## src/rtl/bmdr_pkg.sv

```systemverilog
package bmdr_pkg;
  localparam int RD_W   = 32;
  localparam int DATA_W = 8;
  localparam int PTR_W  = 32;

  // status byte bit positions
  localparam int ST_ACT  = 0;
  localparam int ST_ERR  = 1;
  localparam int ST_IRQ  = 2;
  localparam int ST_RW_L = 5;
  localparam int ST_RW_H = 6;

  // command byte bit positions
  localparam int CMD_GO  = 0;
  localparam int CMD_DIR = 3;

  // control-half byte offsets
  localparam logic [1:0] OFF_CMD = 2'd0;
  localparam logic [1:0] OFF_STS = 2'd2;

  typedef enum logic [1:0] {
    SZ_BYTE = 2'd0,
    SZ_HALF = 2'd1,
    SZ_WORD = 2'd2,
    SZ_WIDE = 2'd3
  } acc_size_e;

  function automatic logic [RD_W-1:0] width_ones(input logic [1:0] sz);
    logic [RD_W-1:0] m;
    case (sz)
      SZ_BYTE: m = {{(RD_W-8){1'b0}}, 8'hFF};
      SZ_HALF: m = {{(RD_W-16){1'b0}}, 16'hFFFF};
      default: m = '1;
    endcase
    return m;
  endfunction
endpackage

```

## src/rtl/bmdr_addr_dec.sv

```systemverilog
module bmdr_addr_dec
  import bmdr_pkg::*;
#(
  parameter int NCH      = 2,
  parameter int CH_BYTES = 8,
  localparam int ADDR_W  = $clog2(NCH * CH_BYTES),
  localparam int CH_LG   = $clog2(CH_BYTES),
  localparam int SEL_W   = $clog2(NCH)
) (
  input  logic [ADDR_W-1:0] addr,
  input  logic              wr,
  input  logic [1:0]        size,
  output logic [SEL_W-1:0]  ch_sel,
  output logic              ptr_half,
  output logic [1:0]        off,
  output logic              byte_acc,
  output logic [NCH-1:0]    cmd_we,
  output logic [NCH-1:0]    sts_we,
  output logic [NCH-1:0]    ptr_we
);
  assign ch_sel   = addr[ADDR_W-1:CH_LG];
  assign ptr_half = addr[2];
  assign off      = addr[1:0];
  assign byte_acc = (size == SZ_BYTE);

  logic wr_byte;
  assign wr_byte = wr && byte_acc;

  for (genvar c = 0; c < NCH; c++) begin : g_strobe
    logic hit;
    assign hit       = wr_byte && (ch_sel == SEL_W'(c));
    assign cmd_we[c] = hit && !ptr_half && (off == OFF_CMD);
    assign sts_we[c] = hit && !ptr_half && (off == OFF_STS);
    assign ptr_we[c] = hit && ptr_half;
  end
endmodule

```

## src/rtl/bmdr_chan_ctl.sv

```systemverilog
module bmdr_chan_ctl
  import bmdr_pkg::*;
(
  input  logic              clk,
  input  logic              rst,
  input  logic              cmd_we,
  input  logic              sts_we,
  input  logic [DATA_W-1:0] wdata,
  input  logic              ev_done,
  input  logic              ev_err,
  input  logic              ev_irq,
  output logic [DATA_W-1:0] cmd_q,
  output logic [DATA_W-1:0] sts_q,
  output logic              start_o,
  output logic              run_o,
  output logic              dir_o
);
  logic [DATA_W-1:0] cmd_d, sts_d;
  logic              start_d;

  always_comb begin
    cmd_d   = cmd_q;
    sts_d   = sts_q;
    start_d = 1'b0;
    if (cmd_we) begin
      cmd_d = wdata;
      if (wdata[CMD_GO] && !cmd_q[CMD_GO]) begin
        start_d       = 1'b1;
        sts_d[ST_ACT] = 1'b1;
      end else if (!wdata[CMD_GO]) begin
        sts_d[ST_ACT] = 1'b0;
      end
    end
    if (sts_we) begin
      sts_d                 = '0;
      sts_d[ST_RW_H:ST_RW_L] = wdata[ST_RW_H:ST_RW_L];
      sts_d[ST_ERR]         = sts_q[ST_ERR] & ~wdata[ST_ERR];
      sts_d[ST_IRQ]         = sts_q[ST_IRQ] & ~wdata[ST_IRQ];
      sts_d[ST_ACT]         = sts_q[ST_ACT];
    end
    // engine events take priority over any register write
    if (ev_err)  sts_d[ST_ERR] = 1'b1;
    if (ev_irq)  sts_d[ST_IRQ] = 1'b1;
    if (ev_done) sts_d[ST_ACT] = 1'b0;
  end

  always_ff @(posedge clk) begin
    if (rst) begin
      cmd_q   <= '0;
      sts_q   <= '0;
      start_o <= 1'b0;
    end else begin
      cmd_q   <= cmd_d;
      sts_q   <= sts_d;
      start_o <= start_d;
    end
  end

  assign run_o = cmd_q[CMD_GO];
  assign dir_o = cmd_q[CMD_DIR];

  p_start_edge_r8: assert property (@(posedge clk) disable iff (rst)
    start_o |-> (cmd_q[CMD_GO] && !$past(cmd_q[CMD_GO])));
  p_err_sets_r10: assert property (@(posedge clk) disable iff (rst)
    ev_err |=> sts_q[ST_ERR]);
  p_irq_sets_r10: assert property (@(posedge clk) disable iff (rst)
    ev_irq |=> sts_q[ST_IRQ]);
  p_done_clears_r10: assert property (@(posedge clk) disable iff (rst)
    ev_done |=> !sts_q[ST_ACT]);
  p_cmd_hold_r7: assert property (@(posedge clk) disable iff (rst)
    !cmd_we |=> $stable(cmd_q));
  p_sts_hold_r6: assert property (@(posedge clk) disable iff (rst)
    (!cmd_we && !sts_we && !ev_done && !ev_err && !ev_irq) |=> $stable(sts_q));
endmodule

```

## src/rtl/bmdr_tbl_ptr.sv

```systemverilog
module bmdr_tbl_ptr
  import bmdr_pkg::*;
#(
  parameter int W       = PTR_W,
  parameter int ALIGN   = 2,
  localparam int NB     = W / 8,
  localparam int LANE_W = $clog2(NB)
) (
  input  logic              clk,
  input  logic              rst,
  input  logic              we,
  input  logic [LANE_W-1:0] lane,
  input  logic [7:0]        wdata,
  output logic [W-1:0]      q
);
  for (genvar b = 0; b < NB; b++) begin : g_byte
    logic [7:0] keep_m;
    if (b == 0) begin : g_low
      assign keep_m = {{(8-ALIGN){1'b1}}, {ALIGN{1'b0}}};
    end else begin : g_rest
      assign keep_m = 8'hFF;
    end
    always_ff @(posedge clk) begin
      if (rst)
        q[b*8 +: 8] <= '0;
      else if (we && lane == LANE_W'(b))
        q[b*8 +: 8] <= wdata & keep_m;
    end
  end

  p_ptr_hold_r9: assert property (@(posedge clk) disable iff (rst)
    !we |=> $stable(q));
endmodule

```

## src/rtl/bmdr_top.sv

```systemverilog
module bmdr_top
  import bmdr_pkg::*;
#(
  parameter int NCH      = 2,
  parameter int CH_BYTES = 8,
  localparam int ADDR_W  = $clog2(NCH * CH_BYTES),
  localparam int SEL_W   = $clog2(NCH)
) (
  input  logic                 clk,
  input  logic                 rst,
  input  logic [ADDR_W-1:0]    io_addr,
  input  logic                 io_rd,
  input  logic                 io_wr,
  input  logic [1:0]           io_size,
  input  logic [DATA_W-1:0]    io_wdata,
  output logic [RD_W-1:0]      io_rdata,
  output logic [NCH-1:0]       eng_start,
  output logic [NCH-1:0]       eng_run,
  output logic [NCH-1:0]       eng_dir,
  output logic [NCH*PTR_W-1:0] eng_tbl_ptr,
  input  logic [NCH-1:0]       ev_done,
  input  logic [NCH-1:0]       ev_err,
  input  logic [NCH-1:0]       ev_irq
);
  logic [SEL_W-1:0] ch_sel;
  logic             ptr_half, byte_acc;
  logic [1:0]       off;
  logic [NCH-1:0]   cmd_we, sts_we, ptr_we;

  logic [DATA_W-1:0] cmd_arr [NCH];
  logic [DATA_W-1:0] sts_arr [NCH];
  logic [PTR_W-1:0]  ptr_arr [NCH];

  bmdr_addr_dec #(.NCH(NCH), .CH_BYTES(CH_BYTES)) u_dec (
    .addr(io_addr), .wr(io_wr), .size(io_size),
    .ch_sel(ch_sel), .ptr_half(ptr_half), .off(off), .byte_acc(byte_acc),
    .cmd_we(cmd_we), .sts_we(sts_we), .ptr_we(ptr_we)
  );

  for (genvar c = 0; c < NCH; c++) begin : g_ch
    bmdr_chan_ctl u_ctl (
      .clk(clk), .rst(rst),
      .cmd_we(cmd_we[c]), .sts_we(sts_we[c]), .wdata(io_wdata),
      .ev_done(ev_done[c]), .ev_err(ev_err[c]), .ev_irq(ev_irq[c]),
      .cmd_q(cmd_arr[c]), .sts_q(sts_arr[c]),
      .start_o(eng_start[c]), .run_o(eng_run[c]), .dir_o(eng_dir[c])
    );
    bmdr_tbl_ptr #(.W(PTR_W)) u_ptr (
      .clk(clk), .rst(rst),
      .we(ptr_we[c]), .lane(off), .wdata(io_wdata), .q(ptr_arr[c])
    );
    assign eng_tbl_ptr[c*PTR_W +: PTR_W] = ptr_arr[c];

    p_wide_wr_r4: assert property (@(posedge clk) disable iff (rst)
      (io_wr && io_size != SZ_BYTE && ch_sel == SEL_W'(c))
        |=> ($stable(cmd_arr[c]) && $stable(ptr_arr[c])));
  end

  logic [RD_W-1:0] rd_d;
  always_comb begin
    rd_d = '0;
    if (!ptr_half) begin
      if (!byte_acc)
        rd_d = width_ones(io_size);
      else if (off == OFF_CMD)
        rd_d = RD_W'(cmd_arr[ch_sel]);
      else if (off == OFF_STS)
        rd_d = RD_W'(sts_arr[ch_sel]);
      else
        rd_d = RD_W'(8'hFF);
    end else begin
      rd_d = RD_W'(ptr_arr[ch_sel] >> {off, 3'b000}) & width_ones(io_size);
    end
  end

  always_ff @(posedge clk) begin
    if (rst)
      io_rdata <= '0;
    else if (io_rd)
      io_rdata <= rd_d;
  end

  p_rdata_hold_r13: assert property (@(posedge clk) disable iff (rst)
    !io_rd |=> $stable(io_rdata));
endmodule

```

## config.mk

```make
export PLATFORM = sky130hd
export DESIGN_NAME = bmdr_top
export DESIGN_NICKNAME = d
export VERILOG_FILES = /design/src/rtl/bmdr_pkg.sv /design/src/rtl/bmdr_addr_dec.sv /design/src/rtl/bmdr_chan_ctl.sv /design/src/rtl/bmdr_tbl_ptr.sv /design/src/rtl/bmdr_top.sv
export SDC_FILE = /design/constraint.sdc
export NUM_CORES = 1
export LEC_CHECK = 0
export BUFFER_PORTS_ARGS = -buffer_cell sky130_fd_sc_hd__buf_2
export CAP_MARGIN = 10
export CORE_ASPECT_RATIO = 1.1
export CORE_MARGIN = 2
export CORE_UTILIZATION = 40
export CTS_CLUSTER_DIAMETER = 200
export DETAILED_ROUTE_END_ITERATION = 10
export GPL_TIMING_DRIVEN = 0
export MAX_ROUTING_LAYER = met4
export PLACE_DENSITY = 0.66
export SYNTH_ARGS = -nofsm -noshare
export SYNTH_HDL_FRONTEND = slang
export SYNTH_SLANG_ARGS = --single-unit
```

## constraint.sdc

```tcl
create_clock -name clk -period 2.61 [get_ports clk]
set_clock_uncertainty 0.15 [all_clocks]
set_input_delay 0.1305 -clock clk [delete_from_list [all_inputs] [get_ports clk]]
set_output_delay 0.1305 -clock clk [all_outputs]
set_load 0.1 [all_outputs]
```

==> results of run 1 <==
worst max-delay path by stage:
stage | from | endpoint | slack [ns] | depth (start not counted)
after global routing | io_size[0] | g_ch[0].u_ctl.sts_q[0]$_SDFFE_PP0P_ | 0.73 | 6
after detailed placement | io_addr[3] | g_ch[1].u_ptr.q[3]$_SDFFE_PP0P_ | 0.60 | 6
after CTS | io_size[0] | g_ch[0].u_ctl.sts_q[0]$_SDFFE_PP0P_ | 0.81 | 6
final | io_size[0] | g_ch[0].u_ctl.sts_q[0]$_SDFFE_PP0P_ | 0.78 | 6
after global placement | io_addr[3] | io_rdata[3]$_SDFFE_PP0P_ | 0.63 | 6
after floorplan | g_ch[0].u_ptr.q[24]$_SDFFE_PP0P_ | io_rdata[0]$_SDFFE_PP0P_ | 0.69 | 3
layout make-up:
| class | count | area [um^2] |
|---|---|---|
| Buffer | 53 | 314 |
| Sequential cell | 120 | 2400 |
| Tap cell | 188 | 235 |
| Inverter | 7 | 26.3 |
| Timing Repair Buffer | 130 | 731 |
| Fill cell | 1223 | 6560 |
| Multi-Input combinational cell | 368 | 2930 |
| Clock buffer | 19 | 453 |
| Clock inverter | 13 | 144 |
power by group through the flow:
| stage | clock [mW] | combinational (mW) | sequential (mW) |
|---|---|---|---|
| 6_report | 2.37 | 0.649 | 1.90 |
| 4_1_cts | 2.39 | 0.644 | 1.90 |
| 3_5_place_dp | 0 | 0.625 | 1.94 |
| 3_3_place_gp | 0 | 0.617 | 1.94 |
| 5_1_grt | 2.46 | 0.677 | 1.90 |
| 2_1_floorplan | 0 | 0.244 | 2.18 |
metrics by stage:
step | power (mW) | worst slack [ns] | instances | cell area, um^2
3_3_place_gp | 2.55 | 0.631 | 850 | 6480
2_1_floorplan | 2.42 | 0.685 | 548 | 5670
4_1_cts | 4.93 | 0.807 | 898 | 7240
5_1_grt | 5.04 | 0.729 | 898 | 7240
3_5_place_dp | 2.56 | 0.603 | 850 | 6480
6_report | 4.92 | 0.783 | 898 | 7240
repair_timing:
item,4_1_cts,5_1_grt
endpoints found under the hold margin,47,0
setup endpoints to repair,0,0
hold buffers,16,0
cells in the mapped netlist:
cell type,n
dfxtp_1,120
nor2_1,113
mux2i_1,84
mux4_2,30
a21oi_1,18
nor3_1,18
buf_2,17
clkbuf_1,16
buf_4,15
nand2_1,15
o21ai_0,15
a221oi_1,9
mux2_2,9
inv_1,7
nor4_1,7
nand3_1,6
buf_6,5
nor3_4,5
nor2b_1,4
nand3_2,3
nand3b_1,3
o21a_1,3
o32ai_1,3
a311oi_1,2
nand2b_1,2
nand4_1,2
o21ai_1,2
a2111oi_4,1
a21oi_2,1
and4bb_2,1
conb_1,1
nand4_2,1
nand4bb_4,1
nor3b_1,1
nor3b_2,1
nor4b_1,1
o221a_2,1
or2_2,1
or4b_4,1
registers in the layout, indices dropped and copies added (netlist names):
signal / count
io_rdata: 32
g_ch.u_ptr.q: 60
g_ch.u_ctl.sts_q: 10
g_ch.u_ctl.start_o: 2
g_ch.u_ctl.cmd_q: 16
routing by layer:
| metal | up-vias | GRT usage [%] |
|---|---|---|
| li1 | 2253 | - |
| met1 | 2415 | 32.3 |
| met2 | 343 | 39.6 |
| met3 | 46 | 6.29 |
| met4 | 0 | 10.8 |
| met5 | - | - |
critical path: cells and delay by family:
family	cells	cell delay (ns)
and+or+nand+nor	2	0.78
buffers and inverters	2	0.72
AOI/OAI and AO/OA	2	0.40
cells by family (layout without fill, tap and decap cells):
| logic type | Yosys count | in the layout | synth area share [%] |
|---|---|---|---|
| buffers and inverters | 60 | 222 | 6.01 |
| other | 1 | 4 | 0.0662 |
| flip-flops | 120 | 120 | 42.4 |
| AND/OR/NAND/NOR | 186 | 186 | 16.4 |
| multiplexers | 123 | 123 | 28.6 |
| AO/OA/AOI/OAI | 55 | 55 | 6.50 |
==> results_dict.tcl, run 1 <==
set metrics [dict create \
    swShare_pct 29.1 \
    worstPathArrival_ns 2.03 \
    clkSinkCount 120 \
    rr_startpoint "g_ch[1].u_ptr.q[24]$_SDFFE_PP0P_" \
    min_period_over_period_pct 70.0 \
    n_antenna_cell 0 \
    drt_pass1_iterations 5 \
    num_rows 45 \
    numCtsBuffers 17 \
    post-route-drc-count 0 \
    chipWidth_um 117 \
    synth.area.top_cells "dfxtp_1 42%, mux2i_1 15%, mux4_2 12%" \
    p_switching_mw 1.43 \
    crit_slowest_cell "or4b_4" \
    hp-start "io_rd" \
    final_util_pct 52.5 \
    grt_pass1_wl_mm 28.1 \
    outcome "finished, final reports clean" \
    synth_warnings 0 \
    io-pin-count 126 \
    wl_met2_mm 8.77 \
    clkPwrFrac_pct 48.2 \
    finalHoldViolCount 0 \
    antenna_found_initial 0 \
    place_hpwl_mm 13.4 \
    powerDensity_nw_per_um2 680 \
    die_h_um 129 \
    ant_nets 0 \
    finalNetCount 721 \
    start_util_pct 41.0 \
    ys_types 39 \
    cts_tree "done" \
    crit_path_max_incr_delay_ns 0.58 \
    max_slew_margin_pct 50.8 \
    yosysTopAreaCellShare_pct 42.4 \
    drt_iter0_markers 525 \
    vdd_drop_max_mv 0.457 \
    period_needed_ns 1.83 \
    ys_seq_area_share_pct 42.4 \
    drt-vias-per-instance 5.63 \
    p_leak_nw 3.29 \
    yosysTopAreaCell "dfxtp_1" \
    gp_congestion 0.895 \
    grt_overflow 0 \
    wire_per_inst_um 20.8 \
    grt_max_degree 17 \
    intPower_mw 3.49 \
    vias 5057 \
    ys_ff_latch 120 \
    io_buffers 114 \
    hold_path.class "in2reg" \
    r2r_setup_slack_ns 0.89 \
    r2r_cells 3 \
    drt_wl_total_mm 18.7 \
    final_common_cell "buf_2" \
    layout_common_cells "131 x buf_2, 120 x dfxtp_1, 113 x nor2_1" \
    clock.fmax_mhz 547 \
    die_area_um2 15100 \
    hold_depth 3 \
    drive_gt1_share_pct 33.7 \
    cts-root-buf "clkbuf_16" \
    cp.required_ns 2.82 \
    drv_cap 0 \
    critical_path.cell_chain "buf_2 > or4b_4 > nor3_4 > a21oi_2 > a2111oi_4 > dlygate4sd3_1" \
    rsz0062_at_grt "no" \
    top_layer "met4" \
    path_max_fanout 6 \
    holdPathEnd "io_rdata[2]$_SDFFE_PP0P_" \
    area_growth_pct 27.8 \
    tns_ns 0 \
    worstMarginPinSlew_ns 0.732 \
    cp-end-kind "register" \
    path_clk_slew_ns 0.06 \
    drv_slew 0 \
    start_kind "primary input" \
    met1Wirelength_mm 7.53 \
    synth_area_um2 5660 \
    core_um2 13800 \
    route.met3.wl_mm 1.86 \
    cts_setup_buffers 0 \
    reg2reg_to "io_rdata[0]$_SDFFE_PP0P_" \
    grt_usage_pct 25.6 \
    p_seq_share_pct 38.6 \
    avgSynthCellArea_um2 10.4 \
    path_class "in2reg" \
    clk_latency_ns 0.42 \
    htreeDepth 4 \
    timing.hold.ws_ns 0.0397 \
    combPwrFrac_pct 13.2 \
    cts_max_path_buffers 2 \
    synthCells 545 \
    cts-resized-gates 0 \
    setup_viol 0 \
    grt_pass1_vias 4779 \
]
Power figures use the tool's default switching activity.
==> inputs of run 2 (changes only) <==
Settings changed: ABC_AREA set to 1.
Clock period 2.61 ns to 1.84 ns, I/O delays scaled along.
==> run 2 against run 1 <==
Compared with the run above: via count is 15% higher; synthesized cell count up 44%; largest cell class unchanged; non-clock buffer count up 8; die area is 3.1% lower; critical path type unchanged; power increased by 36%.
==> results_dict.tcl, run 2 <==
set metrics [dict create \
    outcome "finished, final reports clean" \
    finalNetCount 963 \
    final_util_pct 52.9 \
    r2r_setup_slack_ns 0.25 \
    wire_per_inst_um 17.1 \
    timing.hold.ws_ns 0.0128 \
    die_area_um2 14700 \
    ys_types 27 \
    p_total_mw 6.68 \
    cts_tree "done" \
    powerDensity_nw_per_um2 952 \
    path_max_fanout 10 \
    p_leak_nw 3.36 \
    path_common_cell "dlygate4sd3_1" \
    clock.fmax_mhz 583 \
    die_h_um 127 \
    worstMarginPinSlew_ns 0.850 \
    synthCells 783 \
    cp.required_ns 1.99 \
    grt_overflow 0 \
    multiInputGateArea_um2 2610 \
    rsz0062_at_grt "no" \
    post-route-drc-count 0 \
    drive_gt1_share_pct 21.7 \
    drv_cap 0 \
    drt_wl_total_mm 19.3 \
    rr_startpoint "g_ch[0].u_ptr.q[24]$_SDFFE_PP0P_" \
    cts_setup_buffers 0 \
    ys_seq_area_share_pct 43.8 \
    hp-start "io_addr[3]" \
    clkSinkCount 120 \
    max_slew_margin_pct 43.3 \
    cts-root-buf "clkbuf_16" \
    hold_path.class "in2reg" \
    n_antenna_cell 0 \
    core_um2 13300 \
    htreeDepth 4 \
    grt_pass1_vias 5273 \
    start_kind "primary input" \
    yosysTopAreaCell "dfxtp_1" \
    crit_slowest_cell "dlygate4sd3_1" \
    gp_congestion 0.992 \
    grt_pass1_wl_mm 29.7 \
    clk_latency_ns 0.42 \
    ant_nets 0 \
    drt_iter0_markers 601 \
    setup_viol 0 \
    fillers 1377 \
    avgSynthCellArea_um2 7.00 \
    synth_area_um2 5480 \
    drt-vias-per-instance 5.15 \
    synth-edff-count 0 \
    start_util_pct 41.3 \
    drt_pass1_iterations 6 \
    hold_depth 4 \
    layout_common_cells "179 x nand2_1, 126 x buf_2, 120 x dfxtp_1" \
    vias 5826 \
    synth.area.top_cells "dfxtp_1 44%, nand2_1 12%, a21oi_1 7.9%" \
    ys.flop_type "dfxtp_1" \
    cp-end-kind "register" \
    path_class "in2reg" \
    antenna_found_initial 0 \
    grt_usage_pct 27.5 \
    grt_max_degree 17 \
    numCtsBuffers 17 \
    r2r_cells 5 \
    place_hpwl_mm 14.2 \
    io-pin-count 126 \
    tns_ns 0 \
    min_period_over_period_pct 93.2 \
    num_rows 44 \
    final_common_cell "nand2_1" \
    critical_path.cell_chain "dlygate4sd3_1 > buf_2 > inv_1 > a21oi_4 > a21oi_1 > dlygate4sd3_1" \
    crit_path_max_incr_delay_ns 0.55 \
    cts_max_path_buffers 2 \
    reg2reg_to "io_rdata[16]$_SDFFE_PP0P_" \
    vdd_drop_max_mv 0.619 \
    top_register "g_ch.u_ptr.q" \
    synth_warnings 0 \
    holdPathEnd "g_ch[1].u_ctl.cmd_q[2]$_SDFFE_PP0P_" \
    io_buffers 116 \
    ys_ff_latch 120 \
    chipWidth_um 116 \
    yosysTopAreaCellShare_pct 43.8 \
    largest_reg_flops 60 \
    period_needed_ns 1.72 \
    path_clk_slew_ns 0.06 \
    seq_area_um2 2400 \
    async_flop_share_pct 0 \
    synth_common_cells "179 x nand2_1, 120 x dfxtp_1, 110 x nor2_1, 87 x a21oi_1, 56 x nand3_1" \
    drv_slew 0 \
    finalHoldViolCount 0 \
    worstPathArrival_ns 1.86 \
    area_growth_pct 28.0 \
    yosysMostFrequentCell "nand2_1" \
    reg.largest.list "g_ch.u_ptr.q: 60 flops, io_rdata: 32 flops, g_ch.u_ctl.cmd_q: 16 flops" \
]
[run 2: timing repair]
item / in CTS / in global routing
hold buffers: 18 / 0
resized for setup: 0 / 2
endpoints found under the hold margin: 28 / 0
endpoints found under the setup margin: 0 / 3
[run 2: cell type report]
cell class / instances / area share [%]
plain buffers: 57 / 4.78
clock buffers: 24 / 7.15
clock inverters: 4 / 0.285
inverters: 42 / 2.28
multi-input cells: 567 / 37.2
flip-flops and latches: 120 / 34.2
well taps: 184 / 3.28
repair buffers: 134 / 10.8
[run 2: critical path, delay by kind of cell]
family	cells	cell delay (ns)
AOI/OAI and AO/OA	2	0.35
buffers and inverters	4	1.42
[run 2: worst max path at each step]
stage	from	endpoint	slack (ns)	cells past startpoint
detailed placement	rst	g_ch[1].u_ctl.sts_q[6]$_SDFFE_PP0P_	0.11	6
global placement	rst	g_ch[1].u_ptr.q[5]$_SDFFE_PP0P_	0.13	6
CTS	io_rd	io_rdata[16]$_SDFFE_PP0P_	0.07	6
floorplan	g_ch[1].u_ptr.q[24]$_SDFFE_PP0P_	io_rdata[0]$_SDFFE_PP0P_	0.1	6
finish	io_rd	io_rdata[16]$_SDFFE_PP0P_	0.12	6
global route	io_rd	io_rdata[16]$_SDFFE_PP0P_	0.04	6
[run 2: through the flow]
| stage | instance area [um^2] | setup WS [ns] | cells |
|---|---|---|---|
| 3_5_place_dp | 6300 | 0.114 | 1086 |
| 2_1_floorplan | 5490 | 0.0981 | 786 |
| 5_1_grt | 7020 | 0.0365 | 1132 |
| 4_1_cts | 7010 | 0.0687 | 1132 |
| 3_3_place_gp | 6300 | 0.125 | 1086 |
| 6_report | 7020 | 0.124 | 1132 |
[run 2: metal layers]
layer | up-vias | wire, um | GRT usage (%)
met3 | 37 | 1250 | 4.49
li1 | 2869 | - | -
met4 | 0 | 529 | 8.96
met1 | 2680 | 8870 | 38.2
met5 | - | 0 | -
met2 | 240 | 8660 | 41.0
[run 2: cells by family (layout without fill, tap and decap cells)]
kind of cell	Yosys count	in the layout	synth area share, %
compound gates	198	198	18.5
buf+inv	99	261	9.04
flops	120	120	43.8
other cells	1	4	0.0684
simple gates	365	365	28.5
[run 2: power by group]
group          switching, mW  leakage [nW]  internal, mW  total [mW]
logic                  0.804          2.12         0.204        1.01
clock network           1.12         0.263          1.86        2.97
registers             0.0358         0.975          2.67        2.70
==> inputs of run 3 (changes only) <==
Settings changed: CELL_PAD_IN_SITES_DETAIL_PLACEMENT set to 0, CELL_PAD_IN_SITES_GLOBAL_PLACEMENT set to 2, CORE_UTILIZATION 40 to 29, HOLD_SLACK_MARGIN set to 0.03, PLACE_DENSITY 0.66 to 0.83.
==> run 3 against run 2 <==
Compared with the run above: critical path depth is 2 higher; critical endpoint is now g_ch[1].u_ctl.sts_q[2]$_SDFFE_PP0P_; flip-flop and latch count stayed put; combinational power hardly changed; sequential share of layout area is 1.0 points lower; first-iteration DRC count is 35% lower; via count is 0.57% lower; worst setup slack worse by 0.024 ns; critical path type unchanged; cell count is 5.7% higher; largest power group unchanged; global-route usage is 4.9 points lower.
==> results_dict.tcl, run 3 (synthesized netlist as in run 2, its figures left out) <==
set metrics [dict create \
    outcome "finished, final reports clean" \
    chipWidth_um 135 \
    ant_nets 0 \
    final_util_pct 39.1 \
    path_class "in2reg" \
    place_hpwl_mm 16.0 \
    fillers 2055 \
    cts-root-buf "clkbuf_16" \
    r2r_cells 5 \
    start_util_pct 29.7 \
    r2r_setup_slack_ns 0.22 \
    cts_max_path_buffers 2 \
    finalNetCount 965 \
    post-route-drc-count 0 \
    final_common_cell "nand2_1" \
    p_leak_nw 3.43 \
    clock.fmax_mhz 575 \
    finalHoldViolCount 0 \
    num_rows 52 \
    top_register "g_ch.u_ptr.q" \
    setup_viol 0 \
    area_growth_pct 31.9 \
    drv_slew 0 \
    grt_overflow 0 \
    path_max_fanout 10 \
    gp_congestion 0.913 \
    drt_wl_total_mm 21.5 \
    io-pin-count 126 \
    grt_usage_pct 22.7 \
    drv_cap 0 \
    final_area_um2 7230 \
    vdd_drop_max_mv 0.683 \
    die_h_um 148 \
    cp.required_ns 2.01 \
    htreeDepth 4 \
    n_antenna_cell 0 \
    grt_pass1_vias 5594 \
    vias 5793 \
    worstPathArrival_ns 1.90 \
    clk_latency_ns 0.43 \
    worstMarginPinSlew_ns 0.794 \
    reg.largest.list "g_ch.u_ptr.q: 60 flops, io_rdata: 32 flops, g_ch.u_ctl.cmd_q: 16 flops" \
    cp-end-kind "register" \
    numCtsBuffers 17 \
    drive_gt1_share_pct 22.0 \
    powerDensity_nw_per_um2 1020 \
    path_clk_slew_ns 0.05 \
    layout_common_cells "179 x nand2_1, 126 x buf_2, 120 x dfxtp_1" \
    core_um2 18500 \
    antenna_found_initial 0 \
    largest_reg_flops 60 \
    cts_setup_buffers 0 \
    drt_iter0_markers 390 \
    grt_pass1_wl_mm 32.9 \
    cts_tree "done" \
    max_slew_margin_pct 47.1 \
    die_area_um2 20000 \
    start_kind "primary input" \
    wire_per_inst_um 17.9 \
    min_period_over_period_pct 94.5 \
    io_buffers 116 \
    period_needed_ns 1.74 \
    drt_pass1_iterations 5 \
    drt-vias-per-instance 4.84 \
    clkSinkCount 120 \
    hold_path.class "in2reg" \
    place_area_um2 6380 \
    grt_max_degree 17 \
    hold_depth 4 \
    multiInputGateArea_um2 2610 \
    seq_area_um2 2400 \
    tns_ns 0 \
]
-- run 3: cell types whose count changed in the layout (fill, tap and decap cells not counted) --
| cell | delta |
|---|---|
| bufinv_16 | +4 |
| dlygate4sd3_1 | +2 |
-- run 3: worst paths after layout --
| kind | start | to |
|---|---|---|
| max | io_addr[1] | g_ch[1].u_ctl.sts_q[2]$_SDFFE_PP0P_ |
| min | io_addr[3] | g_ch[1].u_ctl.cmd_q[2]$_SDFFE_PP0P_ |
| max reg2reg | g_ch[1].u_ptr.q[18]$_SDFFE_PP0P_ | io_rdata[18]$_SDFFE_PP0P_ |
| min reg2reg | g_ch[1].u_ctl.cmd_q[4]$_SDFFE_PP0P_ | g_ch[1].u_ctl.cmd_q[4]$_SDFFE_PP0P_ |
-- run 3: power by group --
| part | internal [mW] | switching [mW] | total (mW) |
|---|---|---|---|
| clock network | 2.44 | 1.20 | 3.64 |
| logic | 0.206 | 0.817 | 1.02 |
| registers | 2.66 | 0.0373 | 2.70 |
| total | 5.30 | 2.06 | 7.36 |
-- run 3: layout make-up --
| type | instances | share of cell area (%) |
|---|---|---|
| Buffer | 57 | 4.64 |
| Clock buffer | 24 | 6.94 |
| Clock inverter | 8 | 1.94 |
| Inverter | 42 | 2.21 |
| Multi-Input combinational cell | 567 | 36.1 |
| Sequential cell | 120 | 33.2 |
| Tap cell | 243 | 4.20 |
| Timing Repair Buffer | 136 | 10.8 |
-- run 3: what timing repair did --
item | CTS | global route
resized for setup | 0 | 2
endpoints found under the hold margin | 30 | 0
endpoints found under the setup margin | 0 | 3
hold buffers | 20 | 0
-- run 3: through the flow --
stage / hold WS, ns / setup slack, ns / power [mW] / cells
5_1_grt: 0.0460 / -0.00421 / 7.58 / 1197
6_report: 0.0382 / 0.101 / 7.36 / 1197
2_1_floorplan: 0.0760 / 0.0981 / 3.48 / 786
3_5_place_dp: 0.189 / 0.0651 / 3.74 / 1145
3_3_place_gp: 0.190 / 0.0829 / 3.74 / 1145
4_1_cts: 0.0307 / 0.0113 / 7.39 / 1197
-- run 3: critical path: stages --
cell and delay [ns]:
buf_2 0.13, inv_1 0.10, nor2_4 0.23, buf_2 0.28, nand2_1 0.21, o21ai_0 0.19
a21oi_1 0.08, dlygate4sd3_1 0.58
-- run 3: layer usage --
layer	GRT usage (%)	up-vias	routed length, um
li1	-	2872	-
met5	-	-	0
met4	6.46	0	334
met3	4.16	26	1210
met2	34.6	180	9710
met1	30.9	2715	10200
